`src/rtl/vsl_pkg.sv`:
```
package vsl_pkg;
   typedef enum logic [1:0] {
      ST_IDLE = 2'd0,
      ST_WAIT = 2'd1,
      ST_XFER = 2'd2
   } xfer_st_t;

   typedef enum logic [1:0] {
      RSP_OK     = 2'd0,
      RSP_NOTRDY = 2'd1,
      RSP_BUSY   = 2'd2
   } rsp_t;
endpackage

```
`src/rtl/vsl_req_decode.sv`:
```
module vsl_req_decode
   import vsl_pkg::*;
#(
   parameter int DRVW     = 3,
   parameter int DRIVE_ID = 4
) (
   input  logic            clk,
   input  logic            rst_n,
   input  logic            req_valid,
   input  logic [DRVW-1:0] req_drive,
   input  logic            busy,
   output logic            start,
   output logic            stat_valid,
   output logic [1:0]      stat_code
);
   localparam logic [DRVW-1:0] MY_DRIVE = DRVW'(DRIVE_ID);

   generate
      if (DRIVE_ID < 0 || DRIVE_ID >= (1 << DRVW)) begin : g_bad_id
         $error("DRIVE_ID does not fit in DRVW bits");
      end
   endgenerate

   logic match;
   assign match = (req_drive == MY_DRIVE);
   assign start = req_valid && match && !busy;

   always_ff @(posedge clk) begin
      if (!rst_n) begin
         stat_valid <= 1'b0;
         stat_code  <= RSP_OK;
      end else begin
         stat_valid <= req_valid;
         if (req_valid) begin
            if (!match)     stat_code <= RSP_NOTRDY;
            else if (busy)  stat_code <= RSP_BUSY;
            else            stat_code <= RSP_OK;
         end
      end
   end

   a_r2_not_ready: assert property (@(posedge clk) disable iff (!rst_n)
      req_valid && !match |=> stat_valid && stat_code == RSP_NOTRDY);
   a_r8_busy_code: assert property (@(posedge clk) disable iff (!rst_n)
      req_valid && match && busy |=> stat_valid && stat_code == RSP_BUSY);
endmodule

```
`src/rtl/vsl_xfer_fsm.sv`:
```
module vsl_xfer_fsm
   import vsl_pkg::*;
#(
   parameter int WORDS = 320,
   parameter int AW    = 16
) (
   input  logic          clk,
   input  logic          rst_n,
   input  logic          start,
   input  logic [AW-1:0] base_addr,
   input  logic          pc_done,
   input  logic          cs_ack,
   output logic          pc_req,
   output logic          cs_req,
   output logic [AW-1:0] cs_addr,
   output logic [((WORDS > 1) ? $clog2(WORDS) : 1)-1:0] rd_idx,
   output logic          busy,
   output logic          fin
);
   localparam int IW = (WORDS > 1) ? $clog2(WORDS) : 1;
   localparam int CW = $clog2(WORDS + 1);

   generate
      if (WORDS < 1) begin : g_bad_words
         $error("WORDS must be at least 1");
      end
   endgenerate

   xfer_st_t      st;
   logic [CW-1:0] cnt;
   logic          take;

   assign cs_req = (st == ST_XFER);
   assign busy   = (st != ST_IDLE);
   assign take   = cs_req && cs_ack;
   assign fin    = take && (cnt == CW'(1));

   always_ff @(posedge clk) begin
      if (!rst_n) begin
         st      <= ST_IDLE;
         cnt     <= '0;
         cs_addr <= '0;
         rd_idx  <= '0;
         pc_req  <= 1'b0;
      end else begin
         pc_req <= 1'b0;
         unique case (st)
            ST_IDLE: begin
               if (start) begin
                  st      <= ST_WAIT;
                  cs_addr <= base_addr;
                  pc_req  <= 1'b1;
               end
            end
            ST_WAIT: begin
               if (pc_done) begin
                  st     <= ST_XFER;
                  cnt    <= CW'(WORDS);
                  rd_idx <= '0;
               end
            end
            ST_XFER: begin
               if (take) begin
                  cs_addr <= cs_addr + 1'b1;
                  rd_idx  <= rd_idx + 1'b1;
                  cnt     <= cnt - 1'b1;
                  if (cnt == CW'(1)) st <= ST_IDLE;
               end
            end
            default: st <= ST_IDLE;
         endcase
      end
   end

   a_r4_no_early_write: assert property (@(posedge clk) disable iff (!rst_n)
      st == ST_WAIT && !pc_done |=> !cs_req);
   a_r4_prompt_start: assert property (@(posedge clk) disable iff (!rst_n)
      st == ST_WAIT && pc_done |=> cs_req);
   a_r5_hold_word: assert property (@(posedge clk) disable iff (!rst_n)
      cs_req && !cs_ack |=> cs_req && $stable(cs_addr) && $stable(rd_idx));
   a_r6_step_one: assert property (@(posedge clk) disable iff (!rst_n)
      take && !fin |=> cs_addr == AW'($past(cs_addr) + 1'b1));
   a_r7_end_idle: assert property (@(posedge clk) disable iff (!rst_n)
      fin |=> !cs_req && !busy);
   a_r3_req_pulse: assert property (@(posedge clk) disable iff (!rst_n)
      pc_req |=> !pc_req);
endmodule

```
`src/rtl/vsl_status.sv`:
```
module vsl_status #(
   parameter bit IRQ_LEVEL = 1'b1
) (
   input  logic clk,
   input  logic rst_n,
   input  logic start,
   input  logic fin,
   output logic dsw_done,
   output logic irq
);
   always_ff @(posedge clk) begin
      if (!rst_n)      dsw_done <= 1'b0;
      else if (start)  dsw_done <= 1'b0;
      else if (fin)    dsw_done <= 1'b1;
   end

   generate
      if (IRQ_LEVEL) begin : g_irq_level
         always_ff @(posedge clk) begin
            if (!rst_n)      irq <= 1'b0;
            else if (start)  irq <= 1'b0;
            else if (fin)    irq <= 1'b1;
         end
      end else begin : g_irq_pulse
         always_ff @(posedge clk) begin
            if (!rst_n) irq <= 1'b0;
            else        irq <= fin;
         end
      end
   endgenerate

   a_r7_irq_with_done: assert property (@(posedge clk) disable iff (!rst_n)
      $rose(irq) |-> dsw_done);
   a_r7_done_sets: assert property (@(posedge clk) disable iff (!rst_n)
      fin |=> dsw_done);
   a_r3_start_clears: assert property (@(posedge clk) disable iff (!rst_n)
      start |=> !dsw_done);
endmodule

```
`src/rtl/vsl_loader.sv`:
```
module vsl_loader
   import vsl_pkg::*;
#(
   parameter int WORDS     = 320,
   parameter int DW        = 16,
   parameter int AW        = 16,
   parameter int DRVW      = 3,
   parameter int DRIVE_ID  = 4,
   parameter bit IRQ_LEVEL = 1'b1,
   localparam int IW       = (WORDS > 1) ? $clog2(WORDS) : 1
) (
   input  logic            clk,
   input  logic            rst_n,
   input  logic            req_valid,
   input  logic [DRVW-1:0] req_drive,
   input  logic [AW-1:0]   req_addr,
   output logic            stat_valid,
   output logic [1:0]      stat_code,
   output logic            busy,
   output logic            pc_req,
   input  logic            pc_done,
   output logic [IW-1:0]   pc_rd_idx,
   input  logic [DW-1:0]   pc_rd_data,
   output logic            cs_req,
   output logic [AW-1:0]   cs_addr,
   output logic [DW-1:0]   cs_data,
   input  logic            cs_ack,
   output logic            dsw_done,
   output logic            irq
);
   logic start;
   logic fin;

   vsl_req_decode #(.DRVW(DRVW), .DRIVE_ID(DRIVE_ID)) u_dec (
      .clk(clk), .rst_n(rst_n), .req_valid(req_valid), .req_drive(req_drive),
      .busy(busy), .start(start), .stat_valid(stat_valid), .stat_code(stat_code)
   );

   vsl_xfer_fsm #(.WORDS(WORDS), .AW(AW)) u_fsm (
      .clk(clk), .rst_n(rst_n), .start(start), .base_addr(req_addr),
      .pc_done(pc_done), .cs_ack(cs_ack), .pc_req(pc_req), .cs_req(cs_req),
      .cs_addr(cs_addr), .rd_idx(pc_rd_idx), .busy(busy), .fin(fin)
   );

   vsl_status #(.IRQ_LEVEL(IRQ_LEVEL)) u_st (
      .clk(clk), .rst_n(rst_n), .start(start), .fin(fin),
      .dsw_done(dsw_done), .irq(irq)
   );

   assign cs_data = pc_rd_data;

   a_r2_no_fetch_foreign: assert property (@(posedge clk) disable iff (!rst_n)
      req_valid && req_drive != DRVW'(DRIVE_ID) |=> !pc_req);
   a_r8_no_fetch_busy: assert property (@(posedge clk) disable iff (!rst_n)
      req_valid && busy |=> !pc_req);
endmodule

```
`config.mk`:
```
export PLATFORM = sky130hd
export DESIGN_NAME = vsl_loader
export DESIGN_NICKNAME = d
export VERILOG_FILES = /design/src/rtl/vsl_pkg.sv /design/src/rtl/vsl_req_decode.sv /design/src/rtl/vsl_xfer_fsm.sv /design/src/rtl/vsl_status.sv /design/src/rtl/vsl_loader.sv
export SDC_FILE = /design/constraint.sdc
export NUM_CORES = 1
export LEC_CHECK = 0
export CAP_MARGIN = 20
export CORE_UTILIZATION = 40
export CTS_CLUSTER_DIAMETER = 30
export CTS_CLUSTER_SIZE = 30
export DETAILED_ROUTE_END_ITERATION = 10
export GPL_ROUTABILITY_DRIVEN = 0
export GPL_TIMING_DRIVEN = 0
export PLACE_DENSITY = 0.76
export SLEW_MARGIN = 20
export SYNTH_ARGS = -nofsm -noshare
export SYNTH_HDL_FRONTEND = slang
export SYNTH_SLANG_ARGS = --single-unit
```
`constraint.sdc`:
```
create_clock -name clk -period 1.4 [get_ports clk]
set_input_delay 0.35 -clock clk [delete_from_list [all_inputs] [get_ports clk]]
set_output_delay 0.35 -clock clk [all_outputs]
set_load 0.01 [all_outputs]
```
==> results.rst, run 1 <==
.. list-table::
   :header-rows: 1

   * - Metric
     - Value
   * - CP most frequent cell
     - buf_6
   * - Number of vias per cell
     - 5.711
   * - Max cap viols
     - 0
   * - Ant. Diodes
     - 0
   * - Chip Height
     - 79.13 um
   * - Area of all placed cells without fillers
     - 3826 um2
   * - Fraction of registers with async set/reset
     - 0%
   * - Buffer cell driving the clock tree root
     - clkbuf_8
   * - Biggest area contributors in the synthesized netlist
     - dfxtp_1 34%, buf_4 5.7%, a21oi_1 4.4%, nor2_1 4.3%, xor2_1 2.9%
   * - Port Buffer Count
     - 72
   * - Final setup viols
     - 33
   * - Setup slack after placement
     - -0.7004 ns
   * - Longest individual stage delay on the worst path
     - 0.54 ns
   * - Crit-path slowest cell
     - or4_1
   * - Area of combinational cells with multiple inputs
     - 1582 um2
   * - Maximum clock frequency
     - 0.6498 GHz
   * - Number of global-route vias before repair
     - 2406
   * - Violation count after the first detailed-route iteration
     - 202
   * - CP Capture Type
     - flop
   * - Core box area
     - 5608 um2
   * - Path category of the worst min-delay check
     - input pin to flop
   * - Routed wire length
     - 7358 um
   * - Number of enable flip-flop cells after synthesis
     - 0
   * - Synth cell types
     - 55
   * - Syn Inst Count
     - 283
   * - Hold Fails Final Rpt
     - 0
   * - Leak
     - 1.599 nW
   * - Top cell type's share of synthesized area
     - 34.49%
   * - Starting density of the core
     - 42.44%
   * - Number of warnings reported in the yosys synthesis log
     - 0
   * - Worst path setup slack after routing
     - -0.1389 ns
   * - Layout Nets
     - 434
   * - Total number of vias
     - 2644
   * - Fraction of layout instances using a drive strength above 1
     - 37.34%
   * - Relative slew slack
     - 69.96%
   * - Cell type contributing the most total cell area after synthesis
     - dfxtp_1
   * - Highest net fanout along the worst path
     - 6
   * - CTS max path bufs
     - 2
   * - Average size of a mapped cell
     - 8.409 um2
   * - Most used standard cells in the synthesized netlist
     - 41 x dfxtp_1, 27 x nor2_1, 21 x a21oi_1
   * - Clock sinks
     - 41
   * - CP required
     - 1.62 ns
   * - Number of hold-repair buffers added at the cts stage
     - 0
   * - GR Util All Layers
     - 23.21%
   * - Crit path time final
     - 1.539 ns
   * - CTS H-tree lvls
     - 2
   * - Cell area after placement
     - 3229 um2
   * - Seq. cell area
     - 864.6 um2
   * - Final critical-path share of the clock period
     - 109.9%
   * - First-pass GRT wire length
     - 11180 um
   * - Grt ovf
     - 0
   * - Pin count of the biggest net entering global routing
     - 13
   * - Leading register cell type out of synthesis
     - dfxtp_1
   * - Most numerous cell in the Yosys netlist
     - dfxtp_1
   * - Total of flip-flops plus latches after synthesis
     - 41
   * - Crit path kind
     - flop to flop
   * - Top Ports
     - 89
   * - Crit start category
     - flop
   * - Violated checks
     - setup timing
   * - Unrepaired setup endpoints after global routing
     - yes
   * - Clock latency on the worst-skew pair
     - 0.30 ns
   * - TritonCTS clock tree
     - yes
   * - Synthesized net count
     - 327
   * - Slew at the pin closest to its max-slew limit
     - 0.4506 ns
   * - Die outline area
     - 6262 um2
   * - Data arrival, critical path
     - 1.76 ns
   * - Area growth, synth to finish
     - 60.78%
   * - Total buffers and inverters traversed by the critical path
     - 2
   * - Routed wire per std cell
     - 15.89 um
   * - Post-route DRC violation count
     - 0
   * - Post-synthesis cell area
     - 2380 um2
   * - Cell Rows
     - 27
   * - Number of buffers created by CTS
     - 5
   * - Worst Clk Skew
     - 0.005481 ns
   * - Clock-pin transition on the worst setup and hold timing paths
     - 0.08 ns
   * - Count of TritonRoute iterations in the first routing pass
     - 4
   * - Detailed placer's ending HPWL
     - 4479 um
   * - Power Dens Cells
     - 630.4 nW/um2
   * - Horiz. Die Dim
     - 79.13 um
   * - Initial antenna violation count
     - 0
   * - Worst Hold Slack
     - 0.3564 ns
   * - Kind of cell adding the most delay to the critical path
     - simple AND/OR/NAND/NOR gates
   * - Routed Antenna Nets
     - 0
   * - Worst supply voltage drop on vdd
     - 0.4023 mV
   * - Result of the run
     - complete, but fails checks
   * - FILL cells
     - 441
   * - Worst path cell trace
     - buf_6, nor2_4, buf_6, a21oi_2, or4_1, o221ai_2
   * - Seq/Total Area, Yosys
     - 34.49%
   * - Number of max-slew violations in the final report
     - 0
[sequential cells by signal, summed over array words and instances (netlist names)]
register          count
u_dec.stat_code       2
u_st.irq              1
u_fsm.cnt             9
u_dec.stat_valid      1
u_fsm.pc_req          1
u_fsm.cs_addr        16
u_fsm.rd_idx          9
u_fsm.st              2
[layer usage]
layer  up-vias  share of wire (%)  track usage (%)
met1      1248                 41            28.90
met3        14                8.0            5.057
met5         -                  0                0
met2       139                 49            38.53
met4         0                1.8            9.455
li1       1243                  -                -
[cell usage in the layout (no fill, tap or decap), drive strengths merged, types with 4 or more instances in the layout]
| cell | synthesis | routed |
|---|---|---|
| buf | 27 | 57 |
| dfxtp | 41 | 41 |
| dlygate4sd2 | 0 | 35 |
| clkdlybuf4s50 | 0 | 32 |
| nor2 | 28 | 28 |
| a21oi | 22 | 22 |
| o21ai | 20 | 20 |
| nand2 | 18 | 18 |
| clkbuf | 5 | 14 |
| nand3 | 11 | 11 |
| xor2 | 8 | 8 |
| o211ai | 8 | 8 |
| and2 | 7 | 7 |
| inv | 7 | 7 |
| and3 | 7 | 7 |
| nor3 | 6 | 6 |
| o2111ai | 6 | 6 |
| nor4 | 5 | 5 |
| a31oi | 4 | 4 |
| xnor2 | 4 | 4 |
| a211oi | 4 | 4 |
| ha | 4 | 4 |
[through the flow]
| step | util [%] | TNS [ns] | power, W | std cells |
|---|---|---|---|---|
| global route | 68.23 | -4.943 | 0.002522 | 463 |
| detailed placement | 57.59 | -23.31 | 0.001606 | 427 |
| floorplan | - | -0.0006832 | 0.001416 | 283 |
| finish | 68.23 | -2.758 | 0.002412 | 463 |
| global placement | 57.59 | -23.46 | 0.001602 | 427 |
| CTS | 64.77 | -1.898 | 0.002392 | 455 |
[logic make-up (layout without fill, tap and decap cells)]
kind of cell	after synthesis	in the layout	share of synthesized area (%)
AND/OR/NAND/NOR	105	105	25.13
AO/OA/AOI/OAI	81	81	23.92
flip-flops	41	41	34.49
buffers and inverters	39	147	9.464
XOR/XNOR	12	12	4.416
adder cells (fa/ha/maj)	4	4	2.103
multiplexers	1	1	0.4732
[report_power, final]
| part | leakage [nW] | switching [W] | internal [W] |
|---|---|---|---|
| Clock | 0.0385 | 0.000424 | 0.000353 |
| Sequential | 0.345 | 0.0000345 | 0.00118 |
| Combinational | 1.22 | 0.000179 | 0.000236 |
[cell type report]
cell class                 count  share of cell area (%)
inverter                       7                  0.8175
tap                           72                   2.354
multi-input combinational    203                   41.33
timing repair buffer         103                   24.82
sequential                    41                   22.60
clock buffer                   7                   1.995
clock inverter                 1                  0.1962
buffer                        29                   5.886
[worst paths after layout]
path	from	end	slack, ns	cells after the start
min reg2reg	u_fsm.cs_addr[5]	u_fsm.cs_addr[5]	0.50	2
max reg2reg	u_fsm.st[0]	u_fsm.cs_addr[13]	-0.14	6
min	req_valid	u_dec.stat_valid	0.36	2
max	u_fsm.st[0]	u_fsm.cs_addr[13]	-0.14	6
[worst register-to-register path, delay by kind of cell, from the launching register on]
family | cells | cell delay, ns
compound gates | 2 | 0.19
buf+inv | 2 | 0.25
flops | 1 | 0.36
simple gates | 2 | 0.67
[timing repair]
| item | CTS | global route |
|---|---|---|
| buffers inserted | 20 | 9 |
| pin swaps | 25 | 44 |
| setup endpoints to repair | 71 | 38 |
| gates cloned | 1 | 1 |
| gates resized for setup | 117 | 33 |
Note: power is estimated with default switching activity, not from simulation.
==> run 2, diff against run 1 <==
Settings changed: ABC_AREA set to 1, CORE_UTILIZATION 40 to 41, CTS_BUF_LIST set to sky130_fd_sc_hd__clkbuf_8, PLACE_DENSITY 0.76 to 0.78.
==> run 2 against run 1 <==
Sequential share of layout area increased by 0.87 points. Combinational power shrank 1%. Critical endpoint unchanged. Setup slack better by 0.11 ns. Highest routed layer unchanged. The run still ends with setup timing left. Largest power group unchanged. Worst hold slack better by 0.089 ns. Final area fell by 4.8%.
==> results.rst, run 2 <==
.. list-table::
   :header-rows: 1

   * - Metric
     - Value
   * - Grt met2 use
     - 40.62% (+2.1 points)
   * - Synthesized-area fraction occupied by ao, oa, aoi and oai cells
     - 14.76% (-9.2 points)
   * - Biggest area contributors in the synthesized netlist
     - dfxtp_1 35%, nand2_1 12%, nor2_1 7.4%, a21oi_1 7.1%, inv_1 6.6%
   * - Top Ports
     - 89 (unchanged)
   * - Grt ovf
     - 0 (unchanged)
   * - Worst path cell trace
     - nor2_4, buf_6, nand2_8, nand2_4, inv_4, buf_6, nor2_1, nand2_1, a21oi_2
   * - Main combinational cell family by area after synthesis
     - simple AND/OR/NAND/NOR gates
   * - Average size of a mapped cell
     - 6.666 um2 (-21%)
   * - Relative slew slack
     - 75.53% (+5.6 points)
   * - Unrepaired setup endpoints after global routing
     - yes
   * - Crit-path slowest cell
     - dfxtp_4
   * - Syn Inst Count
     - 351 (+24%)
   * - R2r worst-path depth
     - 9 (+3)
   * - Hold Fails Final Rpt
     - 0 (unchanged)
   * - Post-route DRC violation count
     - 0 (unchanged)
   * - Final standard cell count with taps included and fillers excluded
     - 521 (+13%)
   * - Most used routing layer
     - met2
   * - Leak
     - 1.635 nW (+2.2%)
   * - Port Buffer Count
     - 72 (unchanged)
   * - CP required
     - 1.64 ns (+0.02 ns)
   * - Cell type contributing the most total cell area after synthesis
     - dfxtp_1
   * - Layout Nets
     - 492 (+13%)
   * - Number of enable flip-flop cells after synthesis
     - 0 (unchanged)
   * - Die outline area
     - 6012 um2 (-4.0%)
   * - Origin of the critical flop-to-flop path
     - u_fsm.st[0]
   * - Worst supply voltage drop on vdd
     - 0.4500 mV (+12%)
   * - Number of warnings reported in the yosys synthesis log
     - 0 (unchanged)
   * - Fraction of registers with async set/reset
     - 0% (unchanged)
   * - Simple-Gate Fraction of Synth Area
     - 31.93% (+6.8 points)
   * - Setup slack after placement
     - -0.6594 ns (+0.04101 ns)
   * - Total buffers and inverters traversed by the critical path
     - 3 (+1)
   * - Initial antenna violation count
     - 0 (unchanged)
   * - Ant. Diodes
     - 0 (unchanged)
   * - Path category of the worst min-delay check
     - input pin to flop
   * - TritonCTS clock tree
     - yes
   * - Seq. cell area
     - 854.6 um2 (-1.2%)
   * - GR Util All Layers
     - 22.41% (-0.80 points)
   * - Clock latency on the worst-skew pair
     - 0.31 ns (about the same)
   * - Violation count after the first detailed-route iteration
     - 228 (+13%)
   * - Count of TritonRoute iterations in the first routing pass
     - 4 (unchanged)
   * - Area growth, synth to finish
     - 55.67%
   * - Highest net fanout along the worst path
     - 10 (+4)
   * - Internal reg-to-reg setup slack
     - -0.02 ns (+0.11 ns)
   * - Clock-pin transition on the worst setup and hold timing paths
     - 0.09 ns (about the same)
   * - Detailed placer's ending HPWL
     - 4502 um (+0.53%)
   * - Post-synthesis mux area share
     - 0% (-0.47 points)
   * - Number of cells on the worst hold path
     - 3 (+1)
   * - Top cell type's share of synthesized area
     - 35.08% (+0.59 points)
   * - Clock sinks
     - 41 (unchanged)
   * - CP Capture Type
     - flop
   * - Number of max-slew violations in the final report
     - 0 (unchanged)
   * - Top flop regs
     - u_fsm.cs_addr (16), u_fsm.cnt (9), u_fsm.rd_idx (9)
   * - Post-route total power
     - 0.002676 W (+11%)
   * - Utilization after layout
     - 66.14% (-2.1 points)
   * - FILL cells
     - 474 (+7.5%)
   * - Worst path setup slack after routing
     - -0.02472 ns (+0.1142 ns)
   * - Met1 GRT Util
     - 23.86% (-5.0 points)
   * - Number of hold-repair buffers added at the cts stage
     - 0 (unchanged)
   * - Horiz. Die Dim
     - 77.54 um (-2.0%)
   * - Pin count of the biggest net entering global routing
     - 14 (+1)
   * - Data arrival, critical path
     - 1.67 ns (-0.09 ns)
   * - Adder-Cell Fraction of Synth Area
     - 2.139% (+0.036 points)
   * - Total instance count after detailed placement
     - 495 (+16%)
   * - Final critical-path share of the clock period
     - 101.8% (-8.2 points)
   * - Commonest non-fill, non-tap cells in the layout
     - 70 x nand2_1, 39 x inv_1, 37 x nor2_1
   * - Result of the run
     - complete, but fails checks
   * - Number of global-route vias before repair
     - 2468 (+2.6%)
   * - Crit path time final
     - 1.425 ns (-0.1142 ns)
   * - Number of vias per cell
     - 5.036 (-12%)
   * - Worst Hold Slack
     - 0.4458 ns (+0.08940 ns)
   * - Chip Height
     - 77.54 um (-2.0%)
   * - Critical register-to-register path endpoint
     - u_fsm.cs_addr[13]
   * - Leading register cell type out of synthesis
     - dfxtp_1
   * - Kind of cell adding the most delay to the critical path
     - simple AND/OR/NAND/NOR gates
   * - Routed wire length
     - 6788 um (-7.7%)
   * - Worst Clk Skew
     - 0.008679 ns (+0.003198 ns)
   * - Most numerous cell in the Yosys netlist
     - nand2_1
   * - Power Dens Cells
     - 734.6 nW/um2 (+17%)
   * - Total number of vias
     - 2624 (-0.76%)
   * - Synthesized net count
     - 395 (+21%)
   * - Violated checks
     - setup timing
   * - Most used standard cells in the synthesized netlist
     - 75 x nand2_1, 46 x nor2_1, 41 x dfxtp_1, 41 x inv_1, 33 x a21oi_1
   * - Total of flip-flops plus latches after synthesis
     - 41 (unchanged)
   * - Routed Antenna Nets
     - 0 (unchanged)
   * - Maximum clock frequency
     - 0.7019 GHz (+8.0%)
   * - Fraction of layout instances using a drive strength above 1
     - 24.94% (-12 points)
   * - Number of flip-flops under the largest register name
     - 16 (unchanged)
   * - Cell Rows
     - 27 (unchanged)
   * - Endpoint of the worst hold path
     - u_dec.stat_valid
   * - Routed wire per std cell
     - 13.03 um (-18%)
   * - Post-synthesis cell area
     - 2340 um2 (-1.7%)
   * - First-pass GRT wire length
     - 10620 um (-5.1%)
   * - Final setup viols
     - 3 (-91%)
   * - Number of buffers created by CTS
     - 5 (unchanged)
   * - Register with the most flip-flops
     - u_fsm.cs_addr
   * - Seq/Total Area, Yosys
     - 35.08% (+0.59 points)
   * - Slew at the pin closest to its max-slew limit
     - 0.3642 ns (-0.08640 ns)
   * - Area of combinational cells with multiple inputs
     - 1340 um2 (-15%)
   * - Global-route track usage on met3
     - 4.941% (-0.12 points)
   * - Synth cell types
     - 32 (-42%)
   * - Max cap viols
     - 0 (unchanged)
   * - CTS max path bufs
     - 2 (unchanged)
   * - Longest individual stage delay on the worst path
     - 0.37 ns (-0.17 ns)
   * - Crit start category
     - flop
   * - Fraction of synthesized cell area in xor and xnor cells
     - 1.497% (-2.9 points)
   * - CTS H-tree lvls
     - 2 (unchanged)
   * - Starting density of the core
     - 42.49% (+0.054 points)
   * - Critical hold path startpoint
     - req_valid
   * - Core box area
     - 5507 um2 (-1.8%)
   * - Buffer cell driving the clock tree root
     - clkbuf_8
   * - Most common cell after layout, fill and taps aside
     - nand2_1
   * - Crit path kind
     - flop to flop
   * - CP most frequent cell
     - buf_6
==> run 2: tightest hold or removal path: cells and delay by family <==
family | cells | cell delay [ns]
buf+inv | 2 | 0.31
simple gates | 1 | 0.07
==> run 2: stage by stage <==
step | instance area (um2) | setup TNS [ns]
after floorplan | 2345 | -0.01879
after global placement | 3156 | -17.23
after detailed placement | 3156 | -17.36
after CTS | 3460 | -0.04774
after global routing | 3642 | -0.9431
final | 3642 | -0.04225
==> run 2: layout make-up <==
| class | instances | share of cell area, % |
|---|---|---|
| Sequential cell | 41 | 23.46 |
| Clock buffer | 6 | 2.267 |
| Clock inverter | 2 | 1.031 |
| Inverter | 43 | 4.500 |
| Timing Repair Buffer | 90 | 23.53 |
| Tap cell | 72 | 2.473 |
| Buffer | 26 | 5.943 |
| Multi-Input combinational cell | 241 | 36.79 |
==> run 2: timing repair <==
item | 4_1_cts | 5_1_grt
resized for setup | 98 | 37
pin swaps | 6 | 12
gates cloned | 1 | 0
buffers inserted | 7 | 10
endpoints found under the setup margin | 67 | 31
==> run 2: metal layers <==
metal,up-vias,share of wire [%]
met5,-,0
met4,0,1.8
met3,13,5.9
met2,102,52
met1,1199,40
li1,1310,-
==> run 2: logic make-up (layout without fill, tap and decap cells) <==
kind of cell / count (synthesis) / after routing
adder cells (fa/ha/maj): 4 / 4
AO/OA/AOI/OAI: 65 / 65
XOR/XNOR: 4 / 4
buffers and inverters: 69 / 167
AND/OR/NAND/NOR: 168 / 168
flip-flops: 41 / 41
==> run 2: where the power goes <==
part / internal (W) / total (W) / switching, W
clock network: 0.000580 / 0.00103 / 0.000453
logic: 0.000227 / 0.000411 / 0.000184
registers: 0.00119 / 0.00123 / 0.0000356
==> run 2: how the worst max path moves through the flow <==
stage	start	to	slack, ns	cells past startpoint
2_1_floorplan	u_fsm.cs_addr[0]	u_fsm.cs_addr[14]	-0.02	8
3_3_place_gp	req_valid	u_fsm.cs_addr[0]	-0.68	9
3_5_place_dp	req_valid	u_fsm.cs_addr[0]	-0.66	9
4_1_cts	u_fsm.st[1]	cs_req	-0.04	4
5_1_grt	u_fsm.st[1]	u_fsm.rd_idx[8]	-0.08	11
6_report	u_fsm.st[0]	u_fsm.cs_addr[13]	-0.02	9
==> run 3, diff against run 2 <==
Settings changed: CORE_UTILIZATION 41 to 40, CTS_BUF_LIST sky130_fd_sc_hd__clkbuf_8 to unset, CTS_CLUSTER_DIAMETER 30 to 120, PLACE_DENSITY 0.78 to 0.77.
==> run 3 against run 2 <==
The flow still finishes with violations (setup timing). Routed wire length decreased by 7.7%. Flip-flop and latch count unchanged. Combinational power decreased by 2%. Die area increased by 2.4%. Global-route usage decreased by 1.8 points. Critical path depth decreased by 5. First-iteration DRC count decreased by 20%. Setup slack improved by 0.012 ns. Sequential power about the same. Power decreased by 9.5%. Register-to-register slack about the same. Largest cell class unchanged.
==> results.rst, run 3 (same netlist as run 2, synthesis figures left out) <==
.. list-table::
   :header-rows: 1

   * - Metric
     - Value
   * - Final-layout setup total negative slack
     - -0.02472 ns (+0.01752 ns)
   * - Routed Antenna Nets
     - 0 (unchanged)
   * - Number of cells on the worst hold path
     - 3 (unchanged)
   * - Internal reg-to-reg setup slack
     - -0.01 ns (about the same)
   * - Worst path setup slack after routing
     - -0.01287 ns (+0.01185 ns)
   * - Critical path depth in cells
     - 4 (-5)
   * - Total number of vias
     - 2539 (-3.2%)
   * - Sw Share
     - 25.33% (+0.16 points)
   * - Number of global-route vias before repair
     - 2215 (-10%)
   * - First-pass GRT wire length
     - 10040 um (-5.5%)
   * - Crit start category
     - flop
   * - Post-route DRC violation count
     - 0 (unchanged)
   * - Number of flip-flops under the largest register name
     - 16 (unchanged)
   * - Maximum clock frequency
     - 0.7078 GHz (+0.84%)
   * - Highest net fanout along the worst path
     - 2 (-8)
   * - TritonCTS clock tree
     - yes
   * - Register with the most flip-flops
     - u_fsm.cs_addr
   * - Endpoint of the worst setup timing path
     - busy
   * - Power Dens Cells
     - 682.2 nW/um2 (-7.1%)
   * - Number of vias per cell
     - 4.883 (-3.1%)
   * - Starting density of the core
     - 41.98% (-0.52 points)
   * - Cell Rows
     - 27 (unchanged)
   * - Initial antenna violation count
     - 0 (unchanged)
   * - Leak
     - 1.572 nW (-3.8%)
   * - Crit-path slowest cell
     - dfxtp_2
   * - Critical register-to-register path endpoint
     - u_fsm.cs_addr[10]
   * - Crit path time final
     - 1.413 ns (-0.01185 ns)
   * - Area growth, synth to finish
     - 51.76%
   * - Top Ports
     - 89 (unchanged)
   * - Die outline area
     - 6159 um2 (+2.4%)
   * - Total instance count after detailed placement
     - 495 (unchanged)
   * - Pin count of the biggest net entering global routing
     - 12 (-2)
   * - Clock sinks
     - 41 (unchanged)
   * - Final setup viols
     - 4 (+1)
   * - Worst path cell trace
     - buf_4, nor2_2, inv_1, buf_2
   * - Net Switching
     - 0.0006137 W (-8.9%)
   * - Top flop regs
     - u_fsm.cs_addr (16), u_fsm.cnt (9), u_fsm.rd_idx (9)
   * - Internal power
     - 0.001809 W (-9.7%)
   * - Slew at the pin closest to its max-slew limit
     - 0.3524 ns (-0.01176 ns)
   * - Data arrival, critical path
     - 1.06 ns (-0.61 ns)
   * - Combinational power share
     - 16.7% (+1.3 points)
   * - Chip Height
     - 78.48 um (+1.2%)
   * - CTS max path bufs
     - 2 (unchanged)
   * - Unrepaired setup endpoints after global routing
     - yes
   * - GR Util All Layers
     - 20.60% (-1.8 points)
   * - Grt ovf
     - 0 (unchanged)
   * - Fraction of layout instances using a drive strength above 1
     - 25.00% (+0.056 points)
   * - Total buffers and inverters traversed by the critical path
     - 3 (unchanged)
   * - Worst Hold Slack
     - 0.4514 ns (+0.005614 ns)
   * - Layout Nets
     - 492 (unchanged)
   * - Detailed placer's ending HPWL
     - 4384 um (-2.6%)
   * - Final standard cell count with taps included and fillers excluded
     - 520 (-0.19%)
   * - Number of max-slew violations in the final report
     - 0 (unchanged)
   * - Ant. Diodes
     - 0 (unchanged)
   * - Worst Clk Skew
     - 0.006054 ns (-0.002624 ns)
   * - Reg power frac
     - 50.8% (+4.8 points)
   * - Relative slew slack
     - 76.32% (+0.79 points)
   * - Hold Fails Final Rpt
     - 0 (unchanged)
   * - Core box area
     - 5574 um2 (+1.2%)
   * - Clock latency on the worst-skew pair
     - 0.29 ns (-0.02 ns)
   * - Final critical-path share of the clock period
     - 100.9% (-0.85 points)
   * - R2r worst-path depth
     - 10 (+1)
   * - Commonest non-fill, non-tap cells in the layout
     - 70 x nand2_1, 38 x inv_1, 36 x nor2_1
   * - CTS H-tree lvls
     - 2 (unchanged)
   * - Most common cell after layout, fill and taps aside
     - nand2_1
   * - Count of TritonRoute iterations in the first routing pass
     - 4 (unchanged)
   * - Post-route total power
     - 0.002423 W (-9.5%)
   * - CP required
     - 1.05 ns (-0.59 ns)
   * - Max cap viols
     - 0 (unchanged)
   * - CP Capture Type
     - output pin
   * - Crit path kind
     - flop to output pin
   * - Origin of the critical flop-to-flop path
     - u_fsm.st[1]
   * - Violation count after the first detailed-route iteration
     - 182 (-20%)
   * - Horiz. Die Dim
     - 78.48 um (+1.2%)
   * - Result of the run
     - complete, but fails checks
   * - Clock Power Share
     - 32.5% (-6.1 points)
   * - Violated checks
     - setup timing
   * - Routed wire per std cell
     - 12.05 um (-7.5%)
   * - Number of buffers created by CTS
     - 5 (unchanged)
   * - Clock-pin transition on the worst setup and hold timing paths
     - 0.07 ns (-0.02 ns)
   * - Kind of cell adding the most delay to the critical path
     - flip-flops
   * - Port Buffer Count
     - 72 (unchanged)
   * - Longest individual stage delay on the worst path
     - 0.34 ns (-0.03 ns)
   * - Path category of the worst min-delay check
     - input pin to flop
   * - Launch point of the worst path
     - u_fsm.st[1]
   * - Buffer cell driving the clock tree root
     - clkbuf_8
   * - Routed wire length
     - 6265 um (-7.7%)
   * - Worst supply voltage drop on vdd
     - 0.4060 mV (-9.8%)
## run 3: cell count changes in the layout (fill, tap and decap cells not counted), sizes merged
cell / delta
dlymetal6s2s: -2
buf: +1
bufbuf: -1
bufinv: -1
clkbuf: +1
clkdlybuf4s15: +1
clkdlybuf4s50: +1
clkinvlp: -1
## run 3: worst register-to-register path, stage by stage (launching register included)
cell and delay [ns]:
dfxtp_2 0.34, buf_4 0.15, nor2_2 0.10, buf_4 0.12
nand2_2 0.07, nand2_4 0.10, inv_2 0.06, buf_8 0.15
nor2_1 0.09, nand2_1 0.06, a21oi_1 0.11
## run 3: worst min path at each step
stage	from	to	slack (ns)
global placement	u_fsm.cnt[5]	u_fsm.cnt[5]	0.45
floorplan	u_fsm.cnt[5]	u_fsm.cnt[5]	0.44
CTS	req_drive[1]	u_dec.stat_code[0]	0.45
detailed placement	u_fsm.cnt[5]	u_fsm.cnt[5]	0.47
global route	req_drive[0]	u_dec.stat_code[0]	0.47
finish	req_drive[1]	u_dec.stat_code[0]	0.45
## run 3: cell type report
cell class,instances,area (um2)
clock buffers,7,86.33
repair buffers,90,814.5
multi-input cells,241,1331
flip-flops and latches,41,848.3
well taps,72,90.09
inverters,43,163.9
fillers,495,2023
plain buffers,26,216.5
## run 3: stage by stage
step	cell area, um2	util [%]	setup WS, ns
2_1_floorplan	2345	-	-0.01879
3_3_place_gp	3156	56.61	-0.6313
3_5_place_dp	3156	56.61	-0.6429
4_1_cts	3363	60.34	-0.03582
5_1_grt	3551	63.70	-0.09258
6_report	3551	63.70	-0.01287
## run 3: metal layers
layer	global-route usage, %	vias up	wire length (um)
met3	4.186	11	351
met2	38.42	80	3251
met5	0	-	0
met4	6.852	0	75
li1	-	1299	-
met1	23.08	1149	2587
## run 3: repair_timing
action | CTS | global route
pin swaps | 9 | 6
hold buffers | 0 | 0
resized for setup | 92 | 40
cloned | 1 | 0
setup buffers | 7 | 10
endpoints found under the setup margin | 68 | 33
## run 3: power by group through the flow
stage               combinational (W)  clock [W]  sequential [W]
CTS                          0.000377   0.000802         0.00123
floorplan                    0.000171          0         0.00126
global route                 0.000441   0.000864         0.00124
detailed placement           0.000373          0         0.00125
finish                       0.000404   0.000788         0.00123
global placement             0.000367          0         0.00125
